--- config.mk ---
export PLATFORM = sky130hd
export DESIGN_NAME = bank_dual_close_sched
export DESIGN_NICKNAME = d
export VERILOG_FILES = /design/src/rtl/bank_sched_pkg.sv /design/src/rtl/bank_req_queue.sv /design/src/rtl/bank_phase_ctrl.sv /design/src/rtl/bank_stat_cnt.sv /design/src/rtl/bank_dual_close_sched.sv
export SDC_FILE = /design/constraint.sdc
export NUM_CORES = 1
export LEC_CHECK = 0
export ABC_AREA = 0
export CORE_MARGIN = 2
export CORE_UTILIZATION = 30
export DETAILED_ROUTE_END_ITERATION = 12
export SYNTH_ARGS = -nofsm -noshare
export SYNTH_HDL_FRONTEND = slang
export SYNTH_SLANG_ARGS = --single-unit
--- constraint.sdc ---
create_clock -name clk -period 4.05 [get_ports clk]
set_input_delay 1.215 -clock clk [delete_from_list [all_inputs] [get_ports clk]]
set_output_delay 1.215 -clock clk [all_outputs]
set_load 0.005 [all_outputs]
--- src/rtl/bank_sched_pkg.sv ---
package bank_sched_pkg;
  typedef enum logic [2:0] {
    PH_IDLE  = 3'd0,
    PH_VSW   = 3'd1,
    PH_CLOSE = 3'd2,
    PH_OPEN  = 3'd3,
    PH_COL   = 3'd4
  } phase_e;

  localparam int EV_HIT  = 0;
  localparam int EV_SLOW = 1;
  localparam int EV_FAST = 2;
  localparam int EV_NUM  = 3;
endpackage

--- src/rtl/bank_req_queue.sv ---
module bank_req_queue #(
  parameter int DEPTH = 4,
  parameter int ROW_W = 8,
  parameter int COL_W = 6,
  localparam int CW = $clog2(DEPTH + 1),
  localparam int IW = (DEPTH > 1) ? $clog2(DEPTH) : 1
) (
  input  logic             clk,
  input  logic             rst,
  input  logic             reorder_en,
  input  logic             in_push,
  input  logic             in_kind,
  input  logic [ROW_W-1:0] in_row,
  input  logic [COL_W-1:0] in_col,
  input  logic             take,
  output logic             out_nonempty,
  output logic             out_full,
  output logic             out_kind,
  output logic [ROW_W-1:0] out_row,
  output logic [COL_W-1:0] out_col
);
  typedef struct packed {
    logic             kind;
    logic [ROW_W-1:0] row;
    logic [COL_W-1:0] col;
  } ent_t;

  ent_t          slot [DEPTH];
  ent_t          nxt  [DEPTH];
  logic [CW-1:0] count;
  logic [IW-1:0] sel;
  logic [CW-1:0] wpos;
  logic          found, clash;

  // choose the oldest fetch unless an older writeback hits the same address
  always_comb begin
    sel   = '0;
    found = 1'b0;
    clash = 1'b0;
    for (int i = 0; i < DEPTH; i++) begin
      if (!found && (CW'(i) < count) && !slot[i].kind) begin
        found = 1'b1;
        sel   = IW'(i);
        for (int j = 0; j < DEPTH; j++) begin
          if (j < i && slot[j].kind && slot[j].row == slot[i].row &&
              slot[j].col == slot[i].col)
            clash = 1'b1;
        end
      end
    end
    if (!reorder_en || clash) sel = '0;
  end

  always_comb begin
    wpos = count - CW'(take);
    for (int i = 0; i < DEPTH; i++) nxt[i] = slot[i];
    for (int i = 0; i < DEPTH - 1; i++)
      if (take && IW'(i) >= sel) nxt[i] = slot[i+1];
    for (int i = 0; i < DEPTH; i++)
      if (in_push && CW'(i) == wpos) nxt[i] = '{kind: in_kind, row: in_row, col: in_col};
  end

  always_ff @(posedge clk) begin
    for (int i = 0; i < DEPTH; i++) slot[i] <= nxt[i];
    if (rst) count <= '0;
    else     count <= count + CW'(in_push) - CW'(take);
  end

  assign out_nonempty = (count != '0);
  assign out_full     = (count == CW'(DEPTH));
  assign out_kind     = slot[sel].kind;
  assign out_row      = slot[sel].row;
  assign out_col      = slot[sel].col;

  a_r8_count_bound: assert property (@(posedge clk) disable iff (rst)
    count <= CW'(DEPTH));
  a_r8_full_holds: assert property (@(posedge clk) disable iff (rst)
    (count == CW'(DEPTH) && !take) |=> count == CW'(DEPTH));
  a_r6_pick_in_range: assert property (@(posedge clk) disable iff (rst)
    take |-> (CW'(sel) < count));
endmodule

--- src/rtl/bank_phase_ctrl.sv ---
module bank_phase_ctrl
  import bank_sched_pkg::*;
#(
  parameter int ROW_W  = 8,
  parameter int COL_W  = 6,
  parameter int T_OPEN = 30,
  parameter int T_COL  = 16,
  parameter int T_FAST = 9,
  parameter int T_SLOW = 166,
  parameter int T_SW   = 2,
  localparam int T_A   = (T_OPEN > T_COL) ? T_OPEN : T_COL,
  localparam int T_B   = (T_FAST > T_SLOW) ? T_FAST : T_SLOW,
  localparam int T_C   = (T_A > T_B) ? T_A : T_B,
  localparam int T_MAX = (T_C > T_SW) ? T_C : T_SW,
  localparam int TW    = $clog2(T_MAX + 1)
) (
  input  logic             clk,
  input  logic             rst,
  input  logic             pick_vld,
  input  logic             pick_kind,
  input  logic [ROW_W-1:0] pick_row,
  input  logic [COL_W-1:0] pick_col,
  output logic             idle,
  output logic             done,
  output logic             done_kind,
  output logic [ROW_W-1:0] done_row,
  output logic [COL_W-1:0] done_col,
  output logic             close_slow,
  output logic [EV_NUM-1:0] ev
);
  phase_e           st;
  logic [TW-1:0]    tmr;
  logic             row_open, vsel, cur_kind;
  logic [ROW_W-1:0] open_row, cur_row;
  logic [COL_W-1:0] cur_col;
  logic             hit, miss;

  assign idle = (st == PH_IDLE);
  assign hit  = pick_vld && row_open && (open_row == pick_row);
  assign miss = pick_vld && row_open && (open_row != pick_row);
  assign ev[EV_HIT]  = hit;
  assign ev[EV_SLOW] = miss && pick_kind;
  assign ev[EV_FAST] = miss && !pick_kind;

  always_ff @(posedge clk) begin
    if (rst) begin
      st       <= PH_IDLE;
      tmr      <= '0;
      row_open <= 1'b0;
      open_row <= '0;
      vsel     <= 1'b0;
      cur_kind <= 1'b0;
      cur_row  <= '0;
      cur_col  <= '0;
    end else begin
      unique case (st)
        PH_IDLE: if (pick_vld) begin
          cur_kind <= pick_kind;
          cur_row  <= pick_row;
          cur_col  <= pick_col;
          if (hit) begin
            st <= PH_COL;  tmr <= TW'(T_COL - 1);
          end else if (!row_open) begin
            st <= PH_OPEN; tmr <= TW'(T_OPEN - 1);
          end else if (pick_kind != vsel) begin
            st <= PH_VSW;  tmr <= TW'(T_SW - 1);
            vsel <= pick_kind;
          end else begin
            st  <= PH_CLOSE;
            tmr <= pick_kind ? TW'(T_SLOW - 1) : TW'(T_FAST - 1);
          end
        end
        PH_VSW: if (tmr == '0) begin
          st  <= PH_CLOSE;
          tmr <= vsel ? TW'(T_SLOW - 1) : TW'(T_FAST - 1);
        end else tmr <= tmr - 1'b1;
        PH_CLOSE: if (tmr == '0) begin
          st <= PH_OPEN; tmr <= TW'(T_OPEN - 1); row_open <= 1'b0;
        end else tmr <= tmr - 1'b1;
        PH_OPEN: if (tmr == '0) begin
          st <= PH_COL; tmr <= TW'(T_COL - 1);
          row_open <= 1'b1; open_row <= cur_row;
        end else tmr <= tmr - 1'b1;
        PH_COL: if (tmr == '0) st <= PH_IDLE;
                else tmr <= tmr - 1'b1;
        default: st <= PH_IDLE;
      endcase
    end
  end

  assign done       = (st == PH_COL) && (tmr == '0);
  assign done_kind  = cur_kind;
  assign done_row   = cur_row;
  assign done_col   = cur_col;
  assign close_slow = vsel;

  a_r3_close_then_open: assert property (@(posedge clk) disable iff (rst)
    (st == PH_CLOSE && tmr == '0) |=> st == PH_OPEN);
  a_r5_switch_then_close: assert property (@(posedge clk) disable iff (rst)
    (st == PH_VSW && tmr == '0) |=> st == PH_CLOSE);
  a_r4_speed_follows_kind: assert property (@(posedge clk) disable iff (rst)
    (st == PH_CLOSE) |-> close_slow == cur_kind);
  a_r2_close_needs_open_row: assert property (@(posedge clk) disable iff (rst)
    (st == PH_CLOSE) |-> row_open);
  a_r1_hit_goes_to_column: assert property (@(posedge clk) disable iff (rst)
    (idle && hit) |=> st == PH_COL);
endmodule

--- src/rtl/bank_stat_cnt.sv ---
module bank_stat_cnt #(
  parameter int W = 16
) (
  input  logic         clk,
  input  logic         rst,
  input  logic         inc,
  output logic [W-1:0] value
);
  always_ff @(posedge clk) begin
    if (rst)                     value <= '0;
    else if (inc && value != '1) value <= value + 1'b1;
  end

  a_r10_hold_at_max: assert property (@(posedge clk) disable iff (rst)
    (value == '1) |=> value == '1);
endmodule

--- src/rtl/bank_dual_close_sched.sv ---
module bank_dual_close_sched
  import bank_sched_pkg::*;
#(
  parameter int DEPTH  = 4,
  parameter int ROW_W  = 8,
  parameter int COL_W  = 6,
  parameter int CNT_W  = 16,
  parameter int T_OPEN = 30,
  parameter int T_COL  = 16,
  parameter int T_FAST = 9,
  parameter int T_SLOW = 166,
  parameter int T_SW   = 2
) (
  input  logic             clk,
  input  logic             rst,
  input  logic             reorder_en,
  input  logic             req_valid,
  output logic             req_ready,
  input  logic             req_kind,
  input  logic [ROW_W-1:0] req_row,
  input  logic [COL_W-1:0] req_col,
  output logic             svc_done,
  output logic             svc_kind,
  output logic [ROW_W-1:0] svc_row,
  output logic [COL_W-1:0] svc_col,
  output logic             close_slow,
  output logic [CNT_W-1:0] cnt_hit,
  output logic [CNT_W-1:0] cnt_slow,
  output logic [CNT_W-1:0] cnt_fast
);
  logic             q_nonempty, q_full, q_kind, idle, take;
  logic [ROW_W-1:0] q_row;
  logic [COL_W-1:0] q_col;
  logic [EV_NUM-1:0] ev;
  logic [CNT_W-1:0] stat [EV_NUM];

  assign req_ready = !q_full;
  assign take      = idle && q_nonempty;

  bank_req_queue #(.DEPTH(DEPTH), .ROW_W(ROW_W), .COL_W(COL_W)) u_queue (
    .clk(clk), .rst(rst), .reorder_en(reorder_en),
    .in_push(req_valid && req_ready), .in_kind(req_kind),
    .in_row(req_row), .in_col(req_col), .take(take),
    .out_nonempty(q_nonempty), .out_full(q_full),
    .out_kind(q_kind), .out_row(q_row), .out_col(q_col));

  bank_phase_ctrl #(.ROW_W(ROW_W), .COL_W(COL_W), .T_OPEN(T_OPEN),
    .T_COL(T_COL), .T_FAST(T_FAST), .T_SLOW(T_SLOW), .T_SW(T_SW)) u_ctrl (
    .clk(clk), .rst(rst), .pick_vld(take), .pick_kind(q_kind),
    .pick_row(q_row), .pick_col(q_col), .idle(idle), .done(svc_done),
    .done_kind(svc_kind), .done_row(svc_row), .done_col(svc_col),
    .close_slow(close_slow), .ev(ev));

  for (genvar g = 0; g < EV_NUM; g++) begin : g_stat
    bank_stat_cnt #(.W(CNT_W)) u_cnt (
      .clk(clk), .rst(rst), .inc(ev[g]), .value(stat[g]));
  end

  assign cnt_hit  = stat[EV_HIT];
  assign cnt_slow = stat[EV_SLOW];
  assign cnt_fast = stat[EV_FAST];

  a_r8_no_accept_when_full: assert property (@(posedge clk) disable iff (rst)
    (!req_ready && !take) |=> !req_ready);
  a_r4_one_event_per_pick: assert property (@(posedge clk) disable iff (rst)
    $onehot0(ev));
endmodule

==> report_table.html, run 1 <==
<table>
<tr><th>Metric</th><th>Value</th></tr>
<tr><th colspan="2">Timing</th></tr>
<tr><td>Share of the clock period used by the worst path</td><td>95.6%</td></tr>
<tr><td>Total Negative Setup Slacks</td><td>0 ns</td></tr>
<tr><td>Headroom to the max-slew limit</td><td>a little over a third</td></tr>
<tr><td>Worst Tran Pin Value</td><td>0.964 ns</td></tr>
<tr><td>Worst-case clock skew</td><td>0.0107 ns</td></tr>
<tr><td>Total count of max-transition violations in the final report</td><td>0</td></tr>
<tr><td>Crit path time final</td><td>between 3 and 4 ns</td></tr>
<tr><td>Final-report hold violation count</td><td>0</td></tr>
<tr><td>Highest clock rate</td><td>roughly 260 MHz</td></tr>
<tr><td>Setup repair after global routing missed its margin</td><td>false</td></tr>
<tr><td>Number of setup violations in the final report</td><td>0</td></tr>
<tr><th colspan="2">Drt</th></tr>
<tr><td>Detail-routed via count per cell</td><td>approximately 5.1</td></tr>
<tr><td>Final routed wirelength across all metal layers</td><td>about 24 mm</td></tr>
<tr><td>DRC viols</td><td>0</td></tr>
<tr><td>Number of detailed-route iterations in the first pass</td><td>5</td></tr>
<tr><td>Routed wire length per instance</td><td>about 17 um</td></tr>
<tr><td>Detail Route Antenna Nets</td><td>0</td></tr>
<tr><td>Via count of the routed design</td><td>7465</td></tr>
<tr><td>DRC violation total after the first TritonRoute iteration</td><td>585</td></tr>
<tr><th colspan="2">Synth</th></tr>
<tr><td>Seq/Total Area, Yosys</td><td>40.2%</td></tr>
<tr><td>Share of the synthesized area in the top cell type</td><td>about 20%</td></tr>
<tr><td>Net count after synthesis</td><td>994</td></tr>
<tr><td>Most frequently used flop master after synthesis</td><td>dfxtp_1</td></tr>
<tr><td>Count of synthesis-stage warnings from yosys</td><td>0</td></tr>
<tr><td>Number of enable flip-flop cells after synthesis</td><td>60</td></tr>
<tr><td>Summed instance area of the synthesized netlist</td><td>8820 um2</td></tr>
<tr><td>Async set or reset register ratio after synthesis</td><td>0%</td></tr>
<tr><td>Yosys reg bits</td><td>approximately 150</td></tr>
<tr><td>Mean cell area of the mapped netlist</td><td>approximately 9.2 um2</td></tr>
<tr><td>Cell taking the most area after synthesis</td><td>edfxtp_1</td></tr>
<tr><td>Top cells by area, synth</td><td>edfxtp_1 (20%), dfxtp_1 (20%), xnor2_1 (7.6%)</td></tr>
<tr><td>Number of library cell types mapped by synthesis</td><td>73</td></tr>
<tr><td>Cells after Synth</td><td>960</td></tr>
<tr><th colspan="2">Cells and area</th></tr>
<tr><td>Number of inserted diodes</td><td>0</td></tr>
<tr><td>Most frequent standard cell in the layout excluding fill and tap cells</td><td>nor2_1</td></tr>
<tr><td>Area growth from synthesis to final layout</td><td>24.7%</td></tr>
<tr><td>Number of fill cells</td><td>just under 3000</td></tr>
<tr><td>Net count of the finished layout</td><td>1101</td></tr>
<tr><td>Highest-count cells in the layout ignoring fill and taps</td><td>nor2_1 (98), dfxtp_1 (87), clkdlybuf4s50_1 (83)</td></tr>
<tr><td>Fraction of final layout cells with drive strength greater than 1</td><td>17.3%</td></tr>
<tr><td>Core occupancy in the finished layout</td><td>38.1%</td></tr>
<tr><th colspan="2">Floorplan</th></tr>
<tr><td>Number of primary I/O pins</td><td>85</td></tr>
<tr><td>Area of the core</td><td>28900 um2</td></tr>
<tr><td>Site Rows</td><td>62</td></tr>
<tr><td>Effective utilization at floorplan</td><td>30.6%</td></tr>
<tr><td>Total Die Area</td><td>30800 um2</td></tr>
<tr><td>Horizontal die dimension</td><td>175 um</td></tr>
<tr><td>Die height</td><td>~180 um</td></tr>
<tr><th colspan="2">Power and ir drop</th></tr>
<tr><td>Worst VDD drop</td><td>0.000336 V</td></tr>
<tr><td>LEAKAGE</td><td>between 3 and 4 nW</td></tr>
<tr><td>Int Pwr</td><td>4.66 mW</td></tr>
<tr><td>Net Sw Frac</td><td>40.2%</td></tr>
<tr><td>Final Power</td><td>between 7 and 8 mW</td></tr>
<tr><td>Clock power frac</td><td>20.1%</td></tr>
<tr><td>Share of power burned in registers</td><td>35.8%</td></tr>
<tr><td>Combinational group share of total power</td><td>44.1%</td></tr>
<tr><td>Power spent charging and discharging nets</td><td>approximately 3.1 mW</td></tr>
<tr><td>Power Dens Cells</td><td>between 700 and 800 nW/um2</td></tr>
<tr><th colspan="2">GRT</th></tr>
<tr><td>Global-route wire length before repair</td><td>39.3 mm</td></tr>
<tr><td>Gr usage total</td><td>16.0%</td></tr>
<tr><td>Pin count of the biggest net entering global routing</td><td>95</td></tr>
<tr><td>Number of global-route vias before repair</td><td>approximately 7300</td></tr>
<tr><td>Antenna violations before repair</td><td>0</td></tr>
<tr><td>Total grt overflow</td><td>0</td></tr>
<tr><th colspan="2">Placed design</th></tr>
<tr><td>Final HPWL from detailed placement</td><td>18.0 mm</td></tr>
<tr><td>Port bufs</td><td>84</td></tr>
<tr><td>RePlAce Congestion</td><td>0.925</td></tr>
<tr><th colspan="2">Worst setup path</th></tr>
<tr><td>Category of the worst setup path capture point</td><td>flop</td></tr>
<tr><td>Worst Reg-to-Reg Cells</td><td>17</td></tr>
<tr><td>Critical Path Source Type</td><td>input pin</td></tr>
<tr><td>Worst flop-to-flop path endpoint</td><td>g_stat[2].u_cnt.value[11]$_SDFFE_PP0P_</td></tr>
<tr><td>Max FO, Critical Path</td><td>15</td></tr>
<tr><td>Slack of the worst reg-to-reg path</td><td>between 0.2 and 0.25 ns</td></tr>
<tr><td>Critical path required time</td><td>about 4.4 ns</td></tr>
<tr><td>Critical path class</td><td>input pin to flop</td></tr>
<tr><td>Launching point of the worst reg2reg path</td><td>u_queue.count[1]$_SDFF_PP0_</td></tr>
<tr><td>Data arrival time of the critical path</td><td>4.20 ns</td></tr>
<tr><th colspan="2">Clocking</th></tr>
<tr><td>Skew-Pair Late Insertion Delay</td><td>0.43 ns</td></tr>
<tr><td>Maximum buffer depth of the clock tree</td><td>2</td></tr>
<tr><td>Total of hold buffers inserted after clock tree synthesis</td><td>0</td></tr>
<tr><td>Root buffer selected by CTS</td><td>clkbuf_16</td></tr>
<tr><td>Inserted Clock Buffers</td><td>17</td></tr>
<tr><td>Clock slew at the register clock pins of the worst setup and hold paths</td><td>around 0.07 ns</td></tr>
<tr><td>Count of H-tree levels built during CTS</td><td>4</td></tr>
<tr><td>CTS tree</td><td>yes</td></tr>
<tr><td>CTS Sinks</td><td>147</td></tr>
<tr><th colspan="2">Outcome</th></tr>
<tr><td>Run status</td><td>finished, final reports clean</td></tr>
<tr><th colspan="2">Min path</th></tr>
<tr><td>Start point of the worst min-delay path</td><td>u_ctrl.tmr[6]$_SDFFE_PP0P_</td></tr>
<tr><td>Worst hold stages</td><td>2</td></tr>
<tr><td>Hold Path Class</td><td>flop to flop</td></tr>
<tr><td>Endpoint with the worst hold slack</td><td>u_ctrl.tmr[6]$_SDFFE_PP0P_</td></tr>
<tr><th colspan="2">Flow run</th></tr>
<tr><td># Max-Cap Violations</td><td>0</td></tr>
</table>
worst max-delay path, cell delays in order:
cell             delay, ns
clkdlybuf4s50_1       0.52
o21ai_0               0.15
or3_4                 0.41
buf_4                 0.17
nand2_1               0.12
o221ai_1              0.20
o221ai_2              0.36
buf_4                 0.22
o211ai_4              0.08
buf_12                0.18
buf_4                 0.13
o31a_1                0.26
o21ba_1               0.17
repair_timing:
action                     in CTS  in global routing
setup endpoints to repair       0                 32
buffers inserted                0                  2
resized for setup               0                 10
logic make-up (layout without fill, tap and decap cells):
logic type / Yosys count / in the layout / synth area share (%)
buffers and inverters: 105 / 225 / 5.32
AND/OR/NAND/NOR: 337 / 337 / 19.5
XOR/XNOR: 98 / 98 / 9.73
adder cells (fa/ha/maj): 15 / 15 / 2.21
flip-flops: 147 / 147 / 40.2
multiplexers: 80 / 80 / 9.90
AO/OA/AOI/OAI: 178 / 178 / 13.2
routing by layer:
layer  vias up  wire length (um)  global-route usage, %  part of all wire, %
met1      3557             11100                   21.2                   46
met4         0               527                   5.58                  2.2
met3        31              1210                   3.01                  5.0
met2       203             11500                   26.2                   47
li1       3674                 -                      -                    -
met5         -                 0                      0                    0
worst max path at each step:
stage	from	end	slack [ns]	cells past startpoint
2_1_floorplan	u_ctrl.st[1]$_SDFFE_PP0P_	u_queue.slot[2][0]$_DFFE_PP_	0.16	13
3_3_place_gp	reorder_en	g_stat[2].u_cnt.value[3]$_SDFFE_PP0P_	-0.24	11
3_5_place_dp	reorder_en	g_stat[2].u_cnt.value[3]$_SDFFE_PP0P_	-0.32	11
4_1_cts	reorder_en	g_stat[1].u_cnt.value[15]$_SDFFE_PP0P_	0.12	12
5_1_grt	u_queue.count[1]$_SDFF_PP0_	g_stat[0].u_cnt.value[8]$_SDFFE_PP0P_	0.003	16
6_report	reorder_en	g_stat[2].u_cnt.value[11]$_SDFFE_PP0P_	0.18	13
layout make-up:
class | count | area [um2] | share of cell area, %
Multi-Input combinational cell | 708 | 4860 | 44.2
Sequential cell | 147 | 3540 | 32.2
Timing Repair Buffer | 158 | 1410 | 12.8
Tap cell | 384 | 480 | 4.37
Clock buffer | 18 | 450 | 4.09
Inverter | 35 | 131 | 1.19
Clock inverter | 14 | 128 | 1.16
power by group through the flow:
stage          logic [mW]  clock network [mW]  registers [mW]
2_1_floorplan        2.56                   0            2.43
3_3_place_gp         3.36                   0            2.80
3_5_place_dp         3.39                   0            2.81
4_1_cts              3.42                1.60            2.78
5_1_grt              3.80                1.67            2.84
6_report             3.44                1.57            2.79
sequential cells by signal, indices dropped and copies added (netlist names):
signal	count
u_queue.slot	60
g_stat.u_cnt.value	48
u_ctrl.done_row	8
u_ctrl.open_row	8
u_ctrl.tmr	8
u_ctrl.done_col	6
u_ctrl.st	3
u_queue.count	3
u_ctrl.close_slow	1
u_ctrl.done_kind	1
u_ctrl.row_open	1
through the flow:
step / hold slack [ns] / std cells / setup slack, ns / instance area [um2]
global route: 0.482 / 1464 / 0.00255 / 11000
detailed placement: 0.458 / 1430 / -0.325 / 10300
floorplan: 0.444 / 960 / 0.160 / 8830
finish: 0.469 / 1464 / 0.180 / 11000
global placement: 0.450 / 1430 / -0.245 / 10300
CTS: 0.468 / 1462 / 0.124 / 10900
cell usage after synthesis, drive strengths merged, types with 3 or more instances:
cell	number
nand2	46
mux2i	22
o31ai	12
ha	14
nor2	99
nor2b	17
or3	11
o2bb2ai	3
and3	14
nand3	32
or4	9
and2	7
a31oi	3
o22ai	11
inv	35
dfxtp	87
nor4	15
clkbuf	38
a2bb2oi	4
buf	32
a21oi	63
edfxtp	60
nand2b	12
a21o	4
xor2	21
nor3	32
or2	8
o221ai	4
o21ai	39
a221oi	4
nand3b	3
o2111ai	6
xnor2	77
mux2	58
and4	3
nand4	23
(Power assumes the default switching activity.)
==> inputs of run 2 (changes only) <==
--- a/config.mk
+++ b/config.mk
@@ -6,9 +6,12 @@
 export NUM_CORES = 1
 export LEC_CHECK = 0
 export ABC_AREA = 0
+export ABC_CLOCK_PERIOD_IN_PS = 4050
 export CORE_MARGIN = 2
 export CORE_UTILIZATION = 30
 export DETAILED_ROUTE_END_ITERATION = 12
+export RECOVER_POWER = 25
+export REMOVE_ABC_BUFFERS = 1
 export SYNTH_ARGS = -nofsm -noshare
 export SYNTH_HDL_FRONTEND = slang
 export SYNTH_SLANG_ARGS = --single-unit
==> run 2 against run 1 <==
  * Design area is 1.0% lower
  * Count of clock-buffer cells in the layout unchanged
  * Combinational power fell by 4%
  * Sequential power about the same
  * Total power decreased by 1.9%
  * Critical path type is now flop to flop
  * Register-to-register slack barely moved
  * Clock skew hardly changed
  * Maximum frequency increased by 1.3%
  * Critical endpoint is now g_stat[2].u_cnt.value[14]$_SDFFE_PP0P_
  * Utilization decreased by 0.39 points
  * First-iteration DRC count is 31% lower
==> report_table.html, run 2 (same netlist as run 1, synthesis figures left out) <==
<table>
<tr><th>Metric</th><th>Value</th></tr>
<tr><th colspan="2">Floorplan</th></tr>
<tr><td>Effective utilization at floorplan</td><td>30.6% (unchanged)</td></tr>
<tr><td>Area of the core</td><td>28900 um2 (unchanged)</td></tr>
<tr><td>Die height</td><td>175 um (unchanged)</td></tr>
<tr><td>Total Die Area</td><td>30800 um2 (unchanged)</td></tr>
<tr><td>Horizontal die dimension</td><td>175 um (unchanged)</td></tr>
<tr><td>Number of primary I/O pins</td><td>85 (unchanged)</td></tr>
<tr><td>Site Rows</td><td>62 (unchanged)</td></tr>
<tr><th colspan="2">Timing</th></tr>
<tr><td>Worst-case setup margin in the final layout</td><td>0.230 ns (was 0.180 ns)</td></tr>
<tr><td>Worst-case clock skew</td><td>0.0109 ns (was 0.0107 ns)</td></tr>
<tr><td>Highest clock rate</td><td>262 MHz (was 258 MHz)</td></tr>
<tr><td>Headroom to the max-slew limit</td><td>34.5% (was 35.7%)</td></tr>
<tr><td>Crit path time final</td><td>3.82 ns (was 3.87 ns)</td></tr>
<tr><td>Final-report hold violation count</td><td>0 (unchanged)</td></tr>
<tr><td>Total count of max-transition violations in the final report</td><td>0 (unchanged)</td></tr>
<tr><td>Worst Hold Slack</td><td>0.468 ns (was 0.469 ns)</td></tr>
<tr><td>Number of setup violations in the final report</td><td>0 (unchanged)</td></tr>
<tr><td>Total Negative Setup Slacks</td><td>0 ns (unchanged)</td></tr>
<tr><td>Share of the clock period used by the worst path</td><td>94.3% (was 95.6%)</td></tr>
<tr><td>Setup repair after global routing missed its margin</td><td>false (unchanged)</td></tr>
<tr><td>Worst Tran Pin Value</td><td>0.982 ns (was 0.964 ns)</td></tr>
<tr><th colspan="2">Worst setup path</th></tr>
<tr><td>Data arrival time of the critical path</td><td>4.16 ns (was 4.20 ns)</td></tr>
<tr><td>Category of the worst setup path capture point</td><td>flop (unchanged)</td></tr>
<tr><td>Max FO, Critical Path</td><td>15 (unchanged)</td></tr>
<tr><td>Critical Path Source Type</td><td>flop (was input pin)</td></tr>
<tr><td>Critical path class</td><td>flop to flop (was input pin to flop)</td></tr>
<tr><td>Critical path required time</td><td>4.40 ns (was 4.38 ns)</td></tr>
<tr><th colspan="2">Placed design</th></tr>
<tr><td>Port bufs</td><td>84 (unchanged)</td></tr>
<tr><td>Final HPWL from detailed placement</td><td>17.9 mm (was 18.0 mm)</td></tr>
<tr><td>Placed Instances</td><td>1417 (was 1430)</td></tr>
<tr><td>RePlAce Congestion</td><td>0.919 (was 0.925)</td></tr>
<tr><td>Worst-case setup slack after placement</td><td>-0.206 ns (was -0.325 ns)</td></tr>
<tr><th colspan="2">Drt</th></tr>
<tr><td>Via count of the routed design</td><td>7354 (was 7465)</td></tr>
<tr><td>Routed wire length per instance</td><td>16.6 um (about the same)</td></tr>
<tr><td>DRC viols</td><td>0 (unchanged)</td></tr>
<tr><td>Detail Route Antenna Nets</td><td>0 (unchanged)</td></tr>
<tr><td>Detail-routed via count per cell</td><td>5.06 (was 5.10)</td></tr>
<tr><td>Final routed wirelength across all metal layers</td><td>24.2 mm (was 24.3 mm)</td></tr>
<tr><td>DRC violation total after the first TritonRoute iteration</td><td>405 (was 585)</td></tr>
<tr><td>Number of detailed-route iterations in the first pass</td><td>5 (unchanged)</td></tr>
<tr><th colspan="2">Cells and area</th></tr>
<tr><td>Area growth from synthesis to final layout</td><td>23.4% (was 24.7%)</td></tr>
<tr><td>Flip-flop count of the largest register, all copies and words added</td><td>60 (unchanged)</td></tr>
<tr><td>Most frequent standard cell in the layout excluding fill and tap cells</td><td>nor2_1 (unchanged)</td></tr>
<tr><td>Net count of the finished layout</td><td>1090 (was 1101)</td></tr>
<tr><td>Non-filler instance count after layout</td><td>1452 (was 1464)</td></tr>
<tr><td>Highest-count cells in the layout ignoring fill and taps</td><td>nor2_1 (98), dfxtp_1 (87), xnor2_1 (77) (was nor2_1 (98), dfxtp_1 (87), clkdlybuf4s50_1 (83))</td></tr>
<tr><td>Number of inserted diodes</td><td>0 (unchanged)</td></tr>
<tr><td>Number of fill cells</td><td>2905 (was 2894)</td></tr>
<tr><td>Largest Register</td><td>u_queue.slot (unchanged)</td></tr>
<tr><td>Fraction of final layout cells with drive strength greater than 1</td><td>15.6% (was 17.3%)</td></tr>
<tr><td>Largest registers</td><td>u_queue.slot: 60 flops, g_stat.u_cnt.value: 48 flops (unchanged)</td></tr>
<tr><th colspan="2">Clocking</th></tr>
<tr><td>CTS Sinks</td><td>147 (unchanged)</td></tr>
<tr><td>Count of H-tree levels built during CTS</td><td>4 (unchanged)</td></tr>
<tr><td>Root buffer selected by CTS</td><td>clkbuf_16 (unchanged)</td></tr>
<tr><td>Maximum buffer depth of the clock tree</td><td>2 (unchanged)</td></tr>
<tr><td>Inserted Clock Buffers</td><td>17 (unchanged)</td></tr>
<tr><td>Clock slew at the register clock pins of the worst setup and hold paths</td><td>0.07 ns (about the same)</td></tr>
<tr><td>Skew-Pair Late Insertion Delay</td><td>0.43 ns (about the same)</td></tr>
<tr><td>Total of hold buffers inserted after clock tree synthesis</td><td>0 (unchanged)</td></tr>
<tr><td>CTS tree</td><td>yes (unchanged)</td></tr>
<tr><th colspan="2">Outcome</th></tr>
<tr><td>Run status</td><td>finished, final reports clean (unchanged)</td></tr>
<tr><th colspan="2">Flow run</th></tr>
<tr><td># Max-Cap Violations</td><td>0 (unchanged)</td></tr>
<tr><th colspan="2">GRT</th></tr>
<tr><td>Number of global-route vias before repair</td><td>7133 (was 7319)</td></tr>
<tr><td>Gr usage total</td><td>15.9% (was 16.0%)</td></tr>
<tr><td>Antenna violations before repair</td><td>0 (unchanged)</td></tr>
<tr><td>Total grt overflow</td><td>0 (unchanged)</td></tr>
<tr><td>Global-route wire length before repair</td><td>39.1 mm (was 39.3 mm)</td></tr>
<tr><td>Pin count of the biggest net entering global routing</td><td>87 (was 95)</td></tr>
<tr><th colspan="2">Min path</th></tr>
<tr><td>Hold Path Class</td><td>flop to flop (unchanged)</td></tr>
<tr><th colspan="2">Power and ir drop</th></tr>
<tr><td>Power Dens Cells</td><td>702 nW/um2 (was 708 nW/um2)</td></tr>
<tr><td>Worst VDD drop</td><td>0.000245 V (was 0.000336 V)</td></tr>
<tr><td>LEAKAGE</td><td>3.95 nW (was 3.85 nW)</td></tr>
</table>
[run 2: cell types whose count changed in the layout (fill, tap and decap cells not counted), moves of 2 or more]
cell             previous run  this run
a2bb2oi_1                   2         4
a2bb2oi_2                   2         0
buf_4                      74        59
clkbuf_1                    0         3
clkdlybuf4s50_1            83        23
clkinv_2                    0         2
dlygate4sd3_1               0        60
inv_8                       4         0
[run 2: worst paths after layout]
check	from	end	slack, ns	depth (start not counted)
min	u_ctrl.tmr[6]$_SDFFE_PP0P_	u_ctrl.tmr[6]$_SDFFE_PP0P_	0.47	2
max reg2reg	u_queue.count[1]$_SDFF_PP0_	g_stat[2].u_cnt.value[14]$_SDFFE_PP0P_	0.23	17
min reg2reg	u_ctrl.tmr[6]$_SDFFE_PP0P_	u_ctrl.tmr[6]$_SDFFE_PP0P_	0.47	2
max	u_queue.count[1]$_SDFF_PP0_	g_stat[2].u_cnt.value[14]$_SDFFE_PP0P_	0.23	17
[run 2: layout make-up]
cell class | count | area [um2] | area share (%)
Multi-Input combinational cell | 708 | 4840 | 44.4
Sequential cell | 147 | 3540 | 32.5
Timing Repair Buffer | 147 | 1330 | 12.2
Tap cell | 384 | 480 | 4.41
Clock buffer | 18 | 450 | 4.14
Inverter | 35 | 131 | 1.21
Clock inverter | 13 | 120 | 1.10
[run 2: repair_timing]
| action | in CTS | in global routing |
|---|---|---|
| setup endpoints to repair | 0 | 24 |
| resized for setup | 0 | 5 |
| buffers inserted | 0 | 4 |
| hold endpoints to repair | 0 | 0 |
[run 2: report_power, final]
group	total [mW]	switching (mW)	internal, mW
clock	1.54	0.655	0.886
sequential	2.81	0.658	2.15
combinational	3.29	1.74	1.56
[run 2: routing by layer]
metal	routed length [um]	part of all wire [%]	vias to the layer above	track usage (%)
li1	-	-	3643	-
met1	11500	48	3518	21.7
met2	11300	47	165	25.7
met3	894	3.7	28	2.53
met4	485	2.0	0	5.27
met5	0	0	-	0
[run 2: per-stage QoR]
step	cell area, um2	power (mW)	util, %
3_5_place_dp	10300	6.11	35.6
4_1_cts	10800	7.69	37.5
3_3_place_gp	10300	6.07	35.6
6_report	10900	7.64	37.7
5_1_grt	10900	8.12	37.7
2_1_floorplan	8480	4.80	-
[run 2: critical path, stage by stage, from the launching register on]
cell       delay (ns)
dfxtp_1          0.31
inv_1            0.11
ha_1             0.26
o21ai_0          0.15
a221oi_2         0.34
or2_1            0.27
mux2_2           0.41
or2_2            0.28
a31oi_1          0.18
nor3_2           0.08
o2111ai_1        0.11
buf_4            0.19
buf_4            0.14
o211ai_4         0.09
buf_12           0.16
buf_4            0.13
or4_1            0.39
a21oi_1          0.14
